**src/rtl/stlf_pkg.sv**
```systemverilog
package stlf_pkg;
  localparam int SIZE_W = 2;

  typedef enum logic {
    ST_IDLE = 1'b0,
    ST_HOLD = 1'b1
  } hold_state_e;

  function automatic logic [7:0] size_bytes(input logic [SIZE_W-1:0] code);
    return 8'd1 << code;
  endfunction
endpackage

```
**src/rtl/sq_entry_cmp.sv**
```systemverilog
module sq_entry_cmp
  import stlf_pkg::*;
#(
  parameter int ADDR_W = 32,
  parameter int AGE_W  = 4,
  parameter int OFF_W  = 3
) (
  input  logic                valid_i,
  input  logic                known_i,
  input  logic                committed_i,
  input  logic [ADDR_W-1:0]   addr_i,
  input  logic [SIZE_W-1:0]   size_i,
  input  logic [AGE_W-1:0]    age_i,
  input  logic [ADDR_W-1:0]   ld_addr_i,
  input  logic [SIZE_W-1:0]   ld_size_i,
  input  logic [AGE_W-1:0]    ld_age_i,
  output logic                cand_o,
  output logic                unknown_o,
  output logic                fwd_ok_o,
  output logic [AGE_W:0]      key_o,
  output logic [OFF_W-1:0]    off_o
);
  localparam int EXT_W = ADDR_W + 1;

  logic [7:0]       st_bytes, ld_bytes;
  logic [EXT_W-1:0] st_lo, st_hi, ld_lo, ld_hi;
  logic             older, overlap, contain, aligned;

  always_comb begin
    st_bytes = size_bytes(size_i);
    ld_bytes = size_bytes(ld_size_i);
    st_lo    = {1'b0, addr_i};
    ld_lo    = {1'b0, ld_addr_i};
    st_hi    = st_lo + {{(EXT_W-8){1'b0}}, st_bytes};
    ld_hi    = ld_lo + {{(EXT_W-8){1'b0}}, ld_bytes};
    older    = valid_i && (committed_i || (age_i < ld_age_i));
    overlap  = (ld_lo < st_hi) && (st_lo < ld_hi);
    contain  = (ld_lo >= st_lo) && (ld_hi <= st_hi);
    aligned  = ((addr_i[7:0] & (st_bytes - 8'd1)) == 8'd0) &&
               ((ld_addr_i[7:0] & (ld_bytes - 8'd1)) == 8'd0);
    cand_o    = older && known_i && overlap;
    unknown_o = older && !known_i;
    fwd_ok_o  = contain && aligned;
    // committed entries rank below every uncommitted older entry
    key_o     = {!committed_i, age_i};
    off_o     = ld_addr_i[OFF_W-1:0] - addr_i[OFF_W-1:0];
  end
endmodule

```
**src/rtl/sq_youngest_sel.sv**
```systemverilog
module sq_youngest_sel #(
  parameter int N     = 8,
  parameter int KEY_W = 5,
  parameter int IDX_W = 3
) (
  input  logic [N-1:0]            cand_i,
  input  logic [N-1:0][KEY_W-1:0] key_i,
  output logic                    hit_o,
  output logic [IDX_W-1:0]        idx_o
);
  logic [KEY_W-1:0] best;

  always_comb begin
    hit_o = 1'b0;
    idx_o = '0;
    best  = '0;
    for (int i = 0; i < N; i++) begin
      if (cand_i[i] && (!hit_o || key_i[i] > best)) begin
        hit_o = 1'b1;
        idx_o = IDX_W'(i);
        best  = key_i[i];
      end
    end
  end
endmodule

```
**src/rtl/fwd_data_align.sv**
```systemverilog
module fwd_data_align
  import stlf_pkg::*;
#(
  parameter int DATA_W = 64,
  parameter int OFF_W  = 3
) (
  input  logic [DATA_W-1:0] data_i,
  input  logic [OFF_W-1:0]  off_i,
  input  logic [SIZE_W-1:0] size_i,
  output logic [DATA_W-1:0] data_o
);
  localparam int NBYTES = DATA_W / 8;

  logic [DATA_W-1:0] shifted;
  logic [7:0]        nb;

  always_comb begin
    shifted = data_i >> {off_i, 3'b000};
    nb      = size_bytes(size_i);
    data_o  = '0;
    for (int b = 0; b < NBYTES; b++) begin
      if (8'(b) < nb) data_o[b*8 +: 8] = shifted[b*8 +: 8];
    end
  end
endmodule

```
**src/rtl/stlf_evt_counter.sv**
```systemverilog
module stlf_evt_counter #(
  parameter int CNT_W = 16
) (
  input  logic             clk_i,
  input  logic             rst_ni,
  input  logic             inc_i,
  output logic [CNT_W-1:0] cnt_o
);
  always_ff @(posedge clk_i or negedge rst_ni) begin
    if (!rst_ni)    cnt_o <= '0;
    else if (inc_i) cnt_o <= cnt_o + 1'b1;
  end

  AST_CNT_STEP: assert property (@(posedge clk_i) disable iff (!rst_ni)
    (cnt_o != $past(cnt_o)) |-> (cnt_o == $past(cnt_o) + 1'b1));
endmodule

```
**src/rtl/stlf_fwd_check.sv**
```systemverilog
module stlf_fwd_check
  import stlf_pkg::*;
#(
  parameter int SQ_N   = 8,
  parameter int ADDR_W = 32,
  parameter int DATA_W = 64,
  parameter int AGE_W  = 4,
  parameter int CNT_W  = 16
) (
  input  logic                          clk_i,
  input  logic                          rst_ni,
  input  logic                          ld_valid_i,
  input  logic [ADDR_W-1:0]             ld_addr_i,
  input  logic [1:0]                    ld_size_i,
  input  logic [AGE_W-1:0]              ld_age_i,
  input  logic [SQ_N-1:0]               sq_valid_i,
  input  logic [SQ_N-1:0]               sq_known_i,
  input  logic [SQ_N-1:0]               sq_committed_i,
  input  logic [SQ_N-1:0][ADDR_W-1:0]   sq_addr_i,
  input  logic [SQ_N-1:0][1:0]          sq_size_i,
  input  logic [SQ_N-1:0][AGE_W-1:0]    sq_age_i,
  input  logic [SQ_N-1:0][DATA_W-1:0]   sq_data_i,
  output logic                          fwd_valid_o,
  output logic [DATA_W-1:0]             fwd_data_o,
  output logic                          mem_read_o,
  output logic                          blocked_o,
  output logic                          unknown_o,
  output logic [CNT_W-1:0]              blk_cnt_o
);
  localparam int IDX_W = (SQ_N > 1) ? $clog2(SQ_N) : 1;
  localparam int KEY_W = AGE_W + 1;
  localparam int OFF_W = $clog2(DATA_W / 8);

  logic [SQ_N-1:0]             cand, unk, fwd_ok;
  logic [SQ_N-1:0][KEY_W-1:0]  key;
  logic [SQ_N-1:0][OFF_W-1:0]  off;

  for (genvar g = 0; g < SQ_N; g++) begin : g_ent
    sq_entry_cmp #(.ADDR_W(ADDR_W), .AGE_W(AGE_W), .OFF_W(OFF_W)) u_cmp (
      .valid_i     (sq_valid_i[g]),
      .known_i     (sq_known_i[g]),
      .committed_i (sq_committed_i[g]),
      .addr_i      (sq_addr_i[g]),
      .size_i      (sq_size_i[g]),
      .age_i       (sq_age_i[g]),
      .ld_addr_i   (ld_addr_i),
      .ld_size_i   (ld_size_i),
      .ld_age_i    (ld_age_i),
      .cand_o      (cand[g]),
      .unknown_o   (unk[g]),
      .fwd_ok_o    (fwd_ok[g]),
      .key_o       (key[g]),
      .off_o       (off[g])
    );
  end

  logic             hit;
  logic [IDX_W-1:0] sel_idx;

  sq_youngest_sel #(.N(SQ_N), .KEY_W(KEY_W), .IDX_W(IDX_W)) u_sel (
    .cand_i (cand),
    .key_i  (key),
    .hit_o  (hit),
    .idx_o  (sel_idx)
  );

  logic [DATA_W-1:0] aligned_data;

  fwd_data_align #(.DATA_W(DATA_W), .OFF_W(OFF_W)) u_align (
    .data_i (sq_data_i[sel_idx]),
    .off_i  (off[sel_idx]),
    .size_i (ld_size_i),
    .data_o (aligned_data)
  );

  logic dec_fwd, dec_blk, dec_mem, dec_unk;
  hold_state_e      state_q;
  logic [IDX_W-1:0] hold_idx_q;
  logic             blk_evt;

  always_comb begin
    dec_fwd = ld_valid_i && hit && fwd_ok[sel_idx];
    dec_blk = ld_valid_i && hit && !fwd_ok[sel_idx];
    dec_mem = ld_valid_i && !hit;
    dec_unk = ld_valid_i && (|unk);
    blk_evt = (state_q == ST_IDLE) && dec_blk;
  end

  always_ff @(posedge clk_i or negedge rst_ni) begin
    if (!rst_ni) begin
      state_q     <= ST_IDLE;
      hold_idx_q  <= '0;
      fwd_valid_o <= 1'b0;
      fwd_data_o  <= '0;
      mem_read_o  <= 1'b0;
      blocked_o   <= 1'b0;
      unknown_o   <= 1'b0;
    end else if (state_q == ST_HOLD) begin
      fwd_valid_o <= 1'b0;
      fwd_data_o  <= '0;
      mem_read_o  <= 1'b0;
      unknown_o   <= 1'b0;
      if (!ld_valid_i || !sq_valid_i[hold_idx_q]) begin
        state_q   <= ST_IDLE;
        blocked_o <= 1'b0;
      end else begin
        blocked_o <= 1'b1;
      end
    end else begin
      fwd_valid_o <= dec_fwd;
      fwd_data_o  <= dec_fwd ? aligned_data : '0;
      mem_read_o  <= dec_mem;
      blocked_o   <= dec_blk;
      unknown_o   <= dec_unk;
      if (dec_blk) begin
        state_q    <= ST_HOLD;
        hold_idx_q <= sel_idx;
      end
    end
  end

  stlf_evt_counter #(.CNT_W(CNT_W)) u_cnt (
    .clk_i  (clk_i),
    .rst_ni (rst_ni),
    .inc_i  (blk_evt),
    .cnt_o  (blk_cnt_o)
  );

  AST_ONE_OUTCOME: assert property (@(posedge clk_i) disable iff (!rst_ni)
    $onehot0({fwd_valid_o, mem_read_o, blocked_o}));
  AST_IDLE_QUIET: assert property (@(posedge clk_i) disable iff (!rst_ni)
    !ld_valid_i |=> !(fwd_valid_o || mem_read_o || blocked_o));
  AST_HOLD_STAY: assert property (@(posedge clk_i) disable iff (!rst_ni)
    (state_q == ST_HOLD && ld_valid_i && sq_valid_i[hold_idx_q]) |=> blocked_o);
  AST_RELEASE: assert property (@(posedge clk_i) disable iff (!rst_ni)
    (state_q == ST_HOLD && !sq_valid_i[hold_idx_q]) |=> !blocked_o);
  AST_CNT_ON_BLOCK: assert property (@(posedge clk_i) disable iff (!rst_ni)
    $rose(blocked_o) |-> (blk_cnt_o != $past(blk_cnt_o)));
endmodule

```
**config.mk**
```make
export PLATFORM = sky130hd
export DESIGN_NAME = stlf_fwd_check
export DESIGN_NICKNAME = d
export VERILOG_FILES = /design/src/rtl/stlf_pkg.sv /design/src/rtl/sq_entry_cmp.sv /design/src/rtl/sq_youngest_sel.sv /design/src/rtl/fwd_data_align.sv /design/src/rtl/stlf_evt_counter.sv /design/src/rtl/stlf_fwd_check.sv
export SDC_FILE = /design/constraint.sdc
export NUM_CORES = 2
export LEC_CHECK = 0
export BUFFER_PORTS_ARGS = -buffer_cell sky130_fd_sc_hd__buf_2
export CAP_MARGIN = 20
export CORE_AREA = 2 2 371 373
export DETAILED_ROUTE_END_ITERATION = 8
export DIE_AREA = 0 0 373 375
export GPL_ROUTABILITY_DRIVEN = 0
export PLACE_DENSITY = 0.59
export SYNTH_ARGS = -nofsm -noshare
export SYNTH_HDL_FRONTEND = slang
export SYNTH_HIERARCHICAL = 1
export SYNTH_SLANG_ARGS = --single-unit
```
**constraint.sdc**
```tcl
create_clock -name clk_i -period 2.1 [get_ports clk_i]
set_input_delay 0.105 -clock clk_i [delete_from_list [all_inputs] [get_ports clk_i]]
set_output_delay 0.105 -clock clk_i [all_outputs]
set_load 0.1 [all_outputs]
```
# ---- Yosys cells after proc, flatten, opt, wreduce, memory -nomap -nowiden
# Index checks and enable logic that the tools add are counted.
dict set report totals {
  reg_bits 88
  inputBits 881
  out_inout_bits 84
  word_cells 290
}
dict set report classes {
  n_addsub 27
  magnitude_cmp 57
  shifts 10
  muxes 47
  n_bitwise 10
  reduce_logical 131
}
# op n
set op_table {}
lappend op_table {{less-than comparator 32 x 33 -> 1 bit} 16}
lappend op_table {{adder 32 x 8 -> 33 bit} 9}
lappend op_table {{less-or-equal comparator 33 bit} 8}
lappend op_table {{greater-or-equal comparator 32 bit} 8}
lappend op_table {{binary-select mux 64 bit (select 3 bit)} 1}
lappend op_table {{2-to-1 mux 64 bit} 3}
lappend op_table {{logical AND 1 bit} 77}
lappend op_table {{AND 8 bit} 9}
lappend op_table {{logical NOT 8 bit} 9}
lappend op_table {{<< shifter 1 x 2 -> 8 bit (first input constant)} 9}
lappend op_table {{subtractor 8 x 1 -> 8 bit (second input constant)} 9}
lappend op_table {{2-to-1 mux 8 bit} 8}
lappend op_table {{right shift 64 x 6 -> 64 bit} 1}
lappend op_table {{> comparator 5 bit} 7}
lappend op_table {{2-to-1 mux 5 bit} 7}
lappend op_table {{less-than comparator 3 x 8 -> 1 bit (first input constant)} 4}
lappend op_table {{less-than comparator 4 bit} 8}
lappend op_table {{logical NOT 1 bit} 27}
lappend op_table {{subtractor 3 bit} 8}
lappend op_table {{2-to-1 mux 1 bit} 18}
lappend op_table {{adder 16 x 1 -> 16 bit (second input constant)} 1}
lappend op_table {{logical OR 1 bit} 16}
lappend op_table {{less-than comparator 1 x 8 -> 1 bit (first input constant)} 2}
lappend op_table {{less-than comparator 2 x 8 -> 1 bit (first input constant)} 2}
lappend op_table {{other kinds (8)} 15}

# ---- Longest topological paths before layout
dict set report depth {
  depth_word 40
  ltp_mapped 80
  ltp_nobuf 72
}

# ---- Hierarchy
# Netlist, hierarchy kept.
# module instances cells_per_inst area_per_inst_um2 seq_area_each_um2
set by_module_without_submodules {}
lappend by_module_without_submodules {{sq_entry_cmp at g_ent[2].u_cmp ...} 4 607 4559.4 0.0}
lappend by_module_without_submodules {stlf_fwd_check 1 411 6458.7 1776.7}
lappend by_module_without_submodules {{sq_entry_cmp at g_ent[1].u_cmp} 1 604 4692.0 0.0}
lappend by_module_without_submodules {{sq_entry_cmp at g_ent[5].u_cmp} 1 605 4578.1 0.0}
lappend by_module_without_submodules {{sq_entry_cmp at g_ent[6].u_cmp} 1 604 4566.9 0.0}
lappend by_module_without_submodules {{sq_entry_cmp at g_ent[0].u_cmp} 1 608 4523.1 0.0}
lappend by_module_without_submodules {fwd_data_align 1 233 2030.7 0.0}
lappend by_module_without_submodules {sq_youngest_sel 1 210 1602.8 0.0}
lappend by_module_without_submodules {stlf_evt_counter 1 56 695.7 400.4}

# ---- Worst setup path before layout
# No wires, ideal clock.
dict set report synth_timing {
  path_type {input-to-reg}
  start {input port ld_size_i[0]}
  end {register fwd_data_o[1]}
  setup_time_ps 119
  t_arrival_ps 15285
  required_ps 1981
  slack_ps -13304
  path_stages 74
  n_path_buf 10
  path_cell_list {and2_1 > ha_1 > a21oi_1 > a211oi_1 > and2_1 > and3_2 > nand4_1 > xnor2_1 > inv_1 > ha_1 > and4_1 > a211oi_1 > a21oi_1 > o21ai_0 > o221a_2 > clkbuf_1 > nand2_1 > ha_1 > [38 not listed] > nor2b_1 > o21a_1 > o21ai_0 > a21oi_1 > o21ai_0 > o221ai_1 > buf_6 > buf_6 > buf_12 > buf_6 > mux4_2 > mux2_2 > buf_6 > buf_8 > buf_2 > mux4_2 > mux2_2 > and2_1}
}
dict set report synth_between {
  elab_chain_len 40
  word_cells_on_any_way 124
  cone_classes {add/sub (2); order compare (24); shift (2); mux (31); bitwise (1); reduce/logical (64)}
}
# item line_no
set synth_lines {}
lappend synth_lines {{start: declaration} stlf_fwd_check.sv:14} ;# input logic [1:0] ld_size_i,
lappend synth_lines {{<< shifter 1 x 2 -> 8 bit *} stlf_pkg.sv:10} ;# return 8'd1 << code;
lappend synth_lines {{adder 32 x 8 -> 33 bit *} sq_entry_cmp.sv:35} ;# ld_hi = ld_lo + {{(EXT_W-8){1'b0}}, ld_bytes};
lappend synth_lines {{less-than comparator 32 x 33 -> 1 bit *} sq_entry_cmp.sv:37} ;# overlap = (ld_lo < st_hi) && (st_lo < ld_hi);
lappend synth_lines {{logical AND 1 bit *} sq_entry_cmp.sv:37}
lappend synth_lines {{logical AND 1 bit *} sq_entry_cmp.sv:41} ;# cand_o = older && known_i && overlap;
lappend synth_lines {{via cand[0]} stlf_fwd_check.sv:34} ;# logic [SQ_N-1:0] cand, unk, fwd_ok;
lappend synth_lines {{2-to-1 mux 5 bit or 2-to-1 mux 1 bit (tied branches)} sq_youngest_sel.sv:18} ;# if (cand_i[i] && (!hit_o || key_i[i] > best)) begin
lappend synth_lines {{> comparator 5 bit or logical NOT 1 bit (tied branches)} sq_youngest_sel.sv:18}
lappend synth_lines {{[27 not listed]} n/a}
lappend synth_lines {{via sel_idx[0]} stlf_fwd_check.sv:58} ;# logic [IDX_W-1:0] sel_idx;
lappend synth_lines {{binary-select mux 64 bit (select 3 bit) or binary-select mux 3 bit (select 3 bit) (tied branches)} {stlf_fwd_check.sv:70, stlf_fwd_check.sv:71}}
lappend synth_lines {{2-to-1 mux 64 bit (implied by the code) or 2-to-1 mux 3 bit (tied branches)} {stlf_fwd_check.sv:70, stlf_fwd_check.sv:71}}
lappend synth_lines {{right shift 64 x 6 -> 64 bit *} fwd_data_align.sv:18} ;# shifted = data_i >> {off_i, 3'b000};
lappend synth_lines {{2-to-1 mux 8 bit *} fwd_data_align.sv:22} ;# if (8'(b) < nb) data_o[b*8 +: 8] = shifted[b*8 +: 8];
lappend synth_lines {{via aligned_data[1]} stlf_fwd_check.sv:67} ;# logic [DATA_W-1:0] aligned_data;
lappend synth_lines {{2-to-1 mux 64 bit *} stlf_fwd_check.sv:111} ;# fwd_data_o <= dec_fwd ? aligned_data : '0;
lappend synth_lines {{2-to-1 mux 64 bit *} stlf_fwd_check.sv:98} ;# end else if (state_q == ST_HOLD) begin
lappend synth_lines {{end signal: assignment} stlf_fwd_check.sv:111}
lappend synth_lines {{end: declaration} stlf_fwd_check.sv:24} ;# output logic [DATA_W-1:0] fwd_data_o,
# Mark *: on every way through the listed nets, which the timed path passes. The rest lies on a longest branch. The select of a mux whose other input is x is not followed.
# A chain may end at the register's enable or synchronous reset.

# ---- Worst setup path after layout
dict set report layout_timing {
  start {input port sq_size_i[1] in the netlist's numbering}
  end {register fwd_data_o[7]}
}
dict set report layout_between {
  elab_chain_len 40
  word_cells_on_any_way 74
  cone_classes {add/sub (2); order compare (9); shift (2); mux (31); bitwise (1); reduce/logical (29)}
}
# item line_no
set layout_lines {}
lappend layout_lines {{start: declaration} stlf_fwd_check.sv:20} ;# input logic [SQ_N-1:0][1:0] sq_size_i,
lappend layout_lines {{<< shifter 1 x 2 -> 8 bit *} stlf_pkg.sv:10}
lappend layout_lines {{adder 32 x 8 -> 33 bit *} sq_entry_cmp.sv:34} ;# st_hi = st_lo + {{(EXT_W-8){1'b0}}, st_bytes};
lappend layout_lines {{less-than comparator 32 x 33 -> 1 bit *} sq_entry_cmp.sv:37}
lappend layout_lines {{logical AND 1 bit *} sq_entry_cmp.sv:37}
lappend layout_lines {{logical AND 1 bit *} sq_entry_cmp.sv:41}
lappend layout_lines {{via cand[0]} stlf_fwd_check.sv:34}
lappend layout_lines {{2-to-1 mux 5 bit or 2-to-1 mux 1 bit (tied branches)} sq_youngest_sel.sv:18}
lappend layout_lines {{> comparator 5 bit or logical NOT 1 bit (tied branches)} sq_youngest_sel.sv:18}
lappend layout_lines {{[27 not listed]} n/a}
lappend layout_lines {{via sel_idx[0]} stlf_fwd_check.sv:58}
lappend layout_lines {{binary-select mux 64 bit (select 3 bit) or binary-select mux 3 bit (select 3 bit) (tied branches)} {stlf_fwd_check.sv:70, stlf_fwd_check.sv:71}}
lappend layout_lines {{2-to-1 mux 64 bit (implied by the code) or 2-to-1 mux 3 bit (tied branches)} {stlf_fwd_check.sv:70, stlf_fwd_check.sv:71}}
lappend layout_lines {{right shift 64 x 6 -> 64 bit *} fwd_data_align.sv:18}
lappend layout_lines {{2-to-1 mux 8 bit *} fwd_data_align.sv:22}
lappend layout_lines {{via aligned_data[7]} stlf_fwd_check.sv:67}
lappend layout_lines {{2-to-1 mux 64 bit *} stlf_fwd_check.sv:111}
lappend layout_lines {{2-to-1 mux 64 bit *} stlf_fwd_check.sv:98}
# Marks and branches as above.

==> qor.csv <==
stage,metric,value,unit
detailed_routing,ant_nets,0,
power,power.switching,16.7,mW
detailed_routing,firstDrtPassIters,8,
timing,final.setup_skew,0.0155,ns
setup_path,endpoint,fwd_data_o[7],
power,total_power,34.0,mW
placed_design,hpwl,227000,microns
clocking,clk_pin_slew,0.08,ns
setup_path,cp.required,2.43,ns
timing,layout_setup_ws,-12.20,ns
synth,yosysSeqAreaShare,4.59,%
synth,yosys-top-cells-area,"ha_1 31%, xnor2_1 7.5%, mux4_2 7.1%",
power,intPower,17.4,mW
placed_design,io_buffer_count,964,
run_status,violations,negative setup slack,
power,swShare,48.9,%
final_layout,finalInstanceArea,0.0730,sq mm
timing,hold_viol,0,
final_layout,final_common_cell,buf_4,
synth,synth-main-ff-cell,dfrtp_1,
setup_path,worst-path-max-fanout,7,
synth,avgSynthCellArea,8.23,sq um
placed_design,dp_slack,-12.93,ns
clocking,clock_latency,0.38,ns
setup_path,critPathLaunchType,input pin,
setup_path,max_stage_delay,0.45,ns
grt,grt_use_total,36.4,%
clocking,htree_levels,3,
synth,synthesis.instances,5759,
grt,grt-ovfl-total,0,
power,powerDensity,466,mW/mm^2
power,clkPwrFrac,5.1,%
timing,max_slew_margin,39.7,%
detailed_routing,vias_per_cell,5.61,
clocking,clockRootBuffer,clkbuf_16,
power,p_seq_share,6.0,%
timing,tightest_slew,0.881,ns
setup_path,r2r_start,blocked_o,
placed_design,dpl_cell_area,0.0688,sq mm
final_layout,area_delta_synth_final,54.1,%
floorplan,die_w,373,microns
floorplan,dieArea,0.140,sq mm
timing,whs,0.205,ns
floorplan,io_pins,965,
synth,syn-num-nets,7836,
timing,rsz0062_at_grt,yes,
synth,syn_area,0.0474,sq mm
clocking,clk_path_buf_depth,2,
run_status,outcome,"complete, but fails checks",
timing,setup_violations,86,
detailed_routing,drc_errors,0,
job,cap_violations,0,
setup_path,crit_slowest_cell,mux4_2,
detailed_routing,vias,59200,
setup_path,crit_type,input pin to flip-flop,
clocking,cts_tree,built,
power,p_comb_share,88.9,%
grt,grt_pass1_vias,58800,
final_layout,n_fill_cell,12700,
timing,fin_crit,14.30,ns
setup_path,r2r.worst_path.cells,8,
setup_path,cp-startpoint,sq_size_i[1],
hold_path,hp-class,input pin to flip-flop,
synth,synth_cell_type_count,111,
final_layout,final_cell_mix,"1,908 x buf_4, 1,146 x ha_1, 958 x buf_2",
detailed_routing,drtIter0Drc,5039,
detailed_routing,wire_per_inst,25.4,microns
clocking,cts_made_buffers,9,
floorplan,die_y,375,microns
synth,ys.warnings.count,6,
setup_path,r2r_slack,0.17,ns
synth,synth_seq_cells,87,
setup_path,arrival,14.62,ns
final_layout,drive_above_1_share,42.5,%
synth,synthArstFlopShare,100,%
grt,antenna_found_initial,125,
final_layout,final_core_util,53.6,%
setup_path,cp-end-kind,flip-flop,
final_layout,nets,10700,
floorplan,rows,136,
synth,synth_top_cell_by_area,ha_1,
power,p_leak,38.3,nW
synth,synth_edf_count,0,
setup_path,reg2reg_to,u_cnt/cnt_o[11],
setup_path,cpMostUsedCell,buf_4,
detailed_routing,wl,267000,microns
synth,netlist.area_leader.share,30.9,%
grt,grt_pass1_wl,380000,microns
timing,period_share,681,%
clocking,cts.sinks,87,
floorplan,start_util,34.8,%
timing,fmax,69.9,MHz
floorplan,core_area,0.136,sq mm
timing,slew_viol_final,0,
hold_path,min_path_cells,4,
power,ir_drop,601,uV
grt,grt_max_degree,66,
## what timing repair did
| item | 4_1_cts | 5_1_grt |
|---|---|---|
| gates resized for setup | 342 | 149 |
| cloned | 18 | 3 |
| hold buffers | 2 | 0 |
| endpoints found under the hold margin | 44 | 0 |
| pin swaps | 143 | 95 |
| endpoints found under the setup margin | 87 | 86 |
| setup buffers | 89 | 43 |
## worst min-delay path by stage
stage,start,end,slack (ns)
global placement,rst_ni,fwd_data_o[23],0.18
finish,sq_known_i[0],unknown_o,0.20
detailed placement,rst_ni,fwd_data_o[23],0.18
CTS,sq_known_i[0],unknown_o,0.18
floorplan,rst_ni,blocked_o,-0.19
global route,sq_known_i[0],unknown_o,0.24
## critical path: cells and delay by family
family	cells	cell delay, ns
fa+ha+maj	9	2.34
buf+inv	15	1.95
compound gates	30	5.80
mux	6	1.80
simple gates	19	2.41
xor+xnor	1	0.13
## cells in the mapped netlist, types with 13 or more instances
| library cell | n |
|---|---|
| inv_1 | 648 |
| ha_1 | 1172 |
| buf_2 | 32 |
| a221oi_1 | 26 |
| a2bb2oi_1 | 17 |
| a21o_1 | 159 |
| xnor2_1 | 405 |
| a221o_1 | 16 |
| nor3_2 | 20 |
| mux2_2 | 91 |
| a31oi_1 | 25 |
| nor2b_1 | 66 |
| a2111oi_0 | 22 |
| nor4_1 | 37 |
| nand2_1 | 353 |
| buf_4 | 37 |
| buf_6 | 13 |
| clkbuf_1 | 26 |
| nor2_1 | 294 |
| nand4_1 | 160 |
| and3_1 | 115 |
| fa_1 | 24 |
| mux4_2 | 150 |
| nand2b_1 | 40 |
| o2111ai_1 | 20 |
| o21bai_1 | 14 |
| and4_1 | 79 |
| o211ai_1 | 28 |
| mux2i_1 | 58 |
| a211oi_1 | 68 |
| o22ai_1 | 14 |
| o21a_1 | 15 |
| nand3_1 | 228 |
| o21ai_0 | 189 |
| nor3_1 | 90 |
| a21oi_1 | 378 |
| and2_1 | 121 |
| xor2_1 | 138 |
| dfrtp_1 | 87 |
## metal layers
layer | global-route usage (%) | routed length (microns)
met5 | 0 | 333
met1 | 41.1 | 99500
met2 | 59.2 | 119000
met3 | 9.91 | 25100
met4 | 26.4 | 23600
## through the flow
| stage | cells | setup TNS, ns |
|---|---|---|
| after floorplan | 5759 | -989.07 |
| after global placement | 10300 | -1044.20 |
| after detailed placement | 10300 | -1076.45 |
| after CTS | 10400 | -990.85 |
| after global routing | 10500 | -1066.41 |
| final | 10500 | -1021.41 |
## final cells by class
| cell class | count | area, sq um | share of cell area, % |
|---|---|---|---|
| multi-input cells | 4898 | 44200 | 60.6 |
| clock buffers | 9 | 225 | 0.309 |
| diodes | 80 | 200 | 0.274 |
| clock inverters | 7 | 75.1 | 0.103 |
| flip-flops and latches | 87 | 2180 | 2.98 |
| well taps | 1794 | 2240 | 3.07 |
| repair buffers | 3007 | 21400 | 29.3 |
| inverters | 657 | 2480 | 3.40 |
## power groups by stage
| stage | clock network (mW) | registers (mW) | logic, mW |
|---|---|---|---|
| global placement | 0 | 2.06 | 23.8 |
| CTS | 1.74 | 2.02 | 28.2 |
| finish | 1.73 | 2.04 | 30.3 |
| detailed placement | 0 | 2.06 | 24.4 |
| floorplan | 0 | 2.94 | 12.6 |
| global route | 1.79 | 2.05 | 31.7 |
## state kept, by name, indices dropped and copies added, names as in the netlist
register / cells
unknown_o: 1
u_cnt/cnt_o: 16
blocked_o: 1
hold_idx_q: 3
fwd_data_o: 64
fwd_valid_o: 1
mem_read_o: 1
## kinds of logic (layout without fill, tap and decap cells)
| logic type | count (synthesis) | count (layout) | synth area share, % |
|---|---|---|---|
| buffers and inverters | 777 | 3680 | 6.91 |
| muxes | 305 | 308 | 10.8 |
| adders and majority gates | 1196 | 1196 | 32.0 |
| AOI/OAI and AO/OA | 1120 | 1120 | 15.5 |
| other | 0 | 80 | 0 |
| xor gates and xnor gates | 547 | 547 | 10.2 |
| DFF | 87 | 87 | 4.59 |
| and+or+nand+nor | 1727 | 1727 | 20.1 |
No activity file was read; power rests on OpenSTA's default activity.
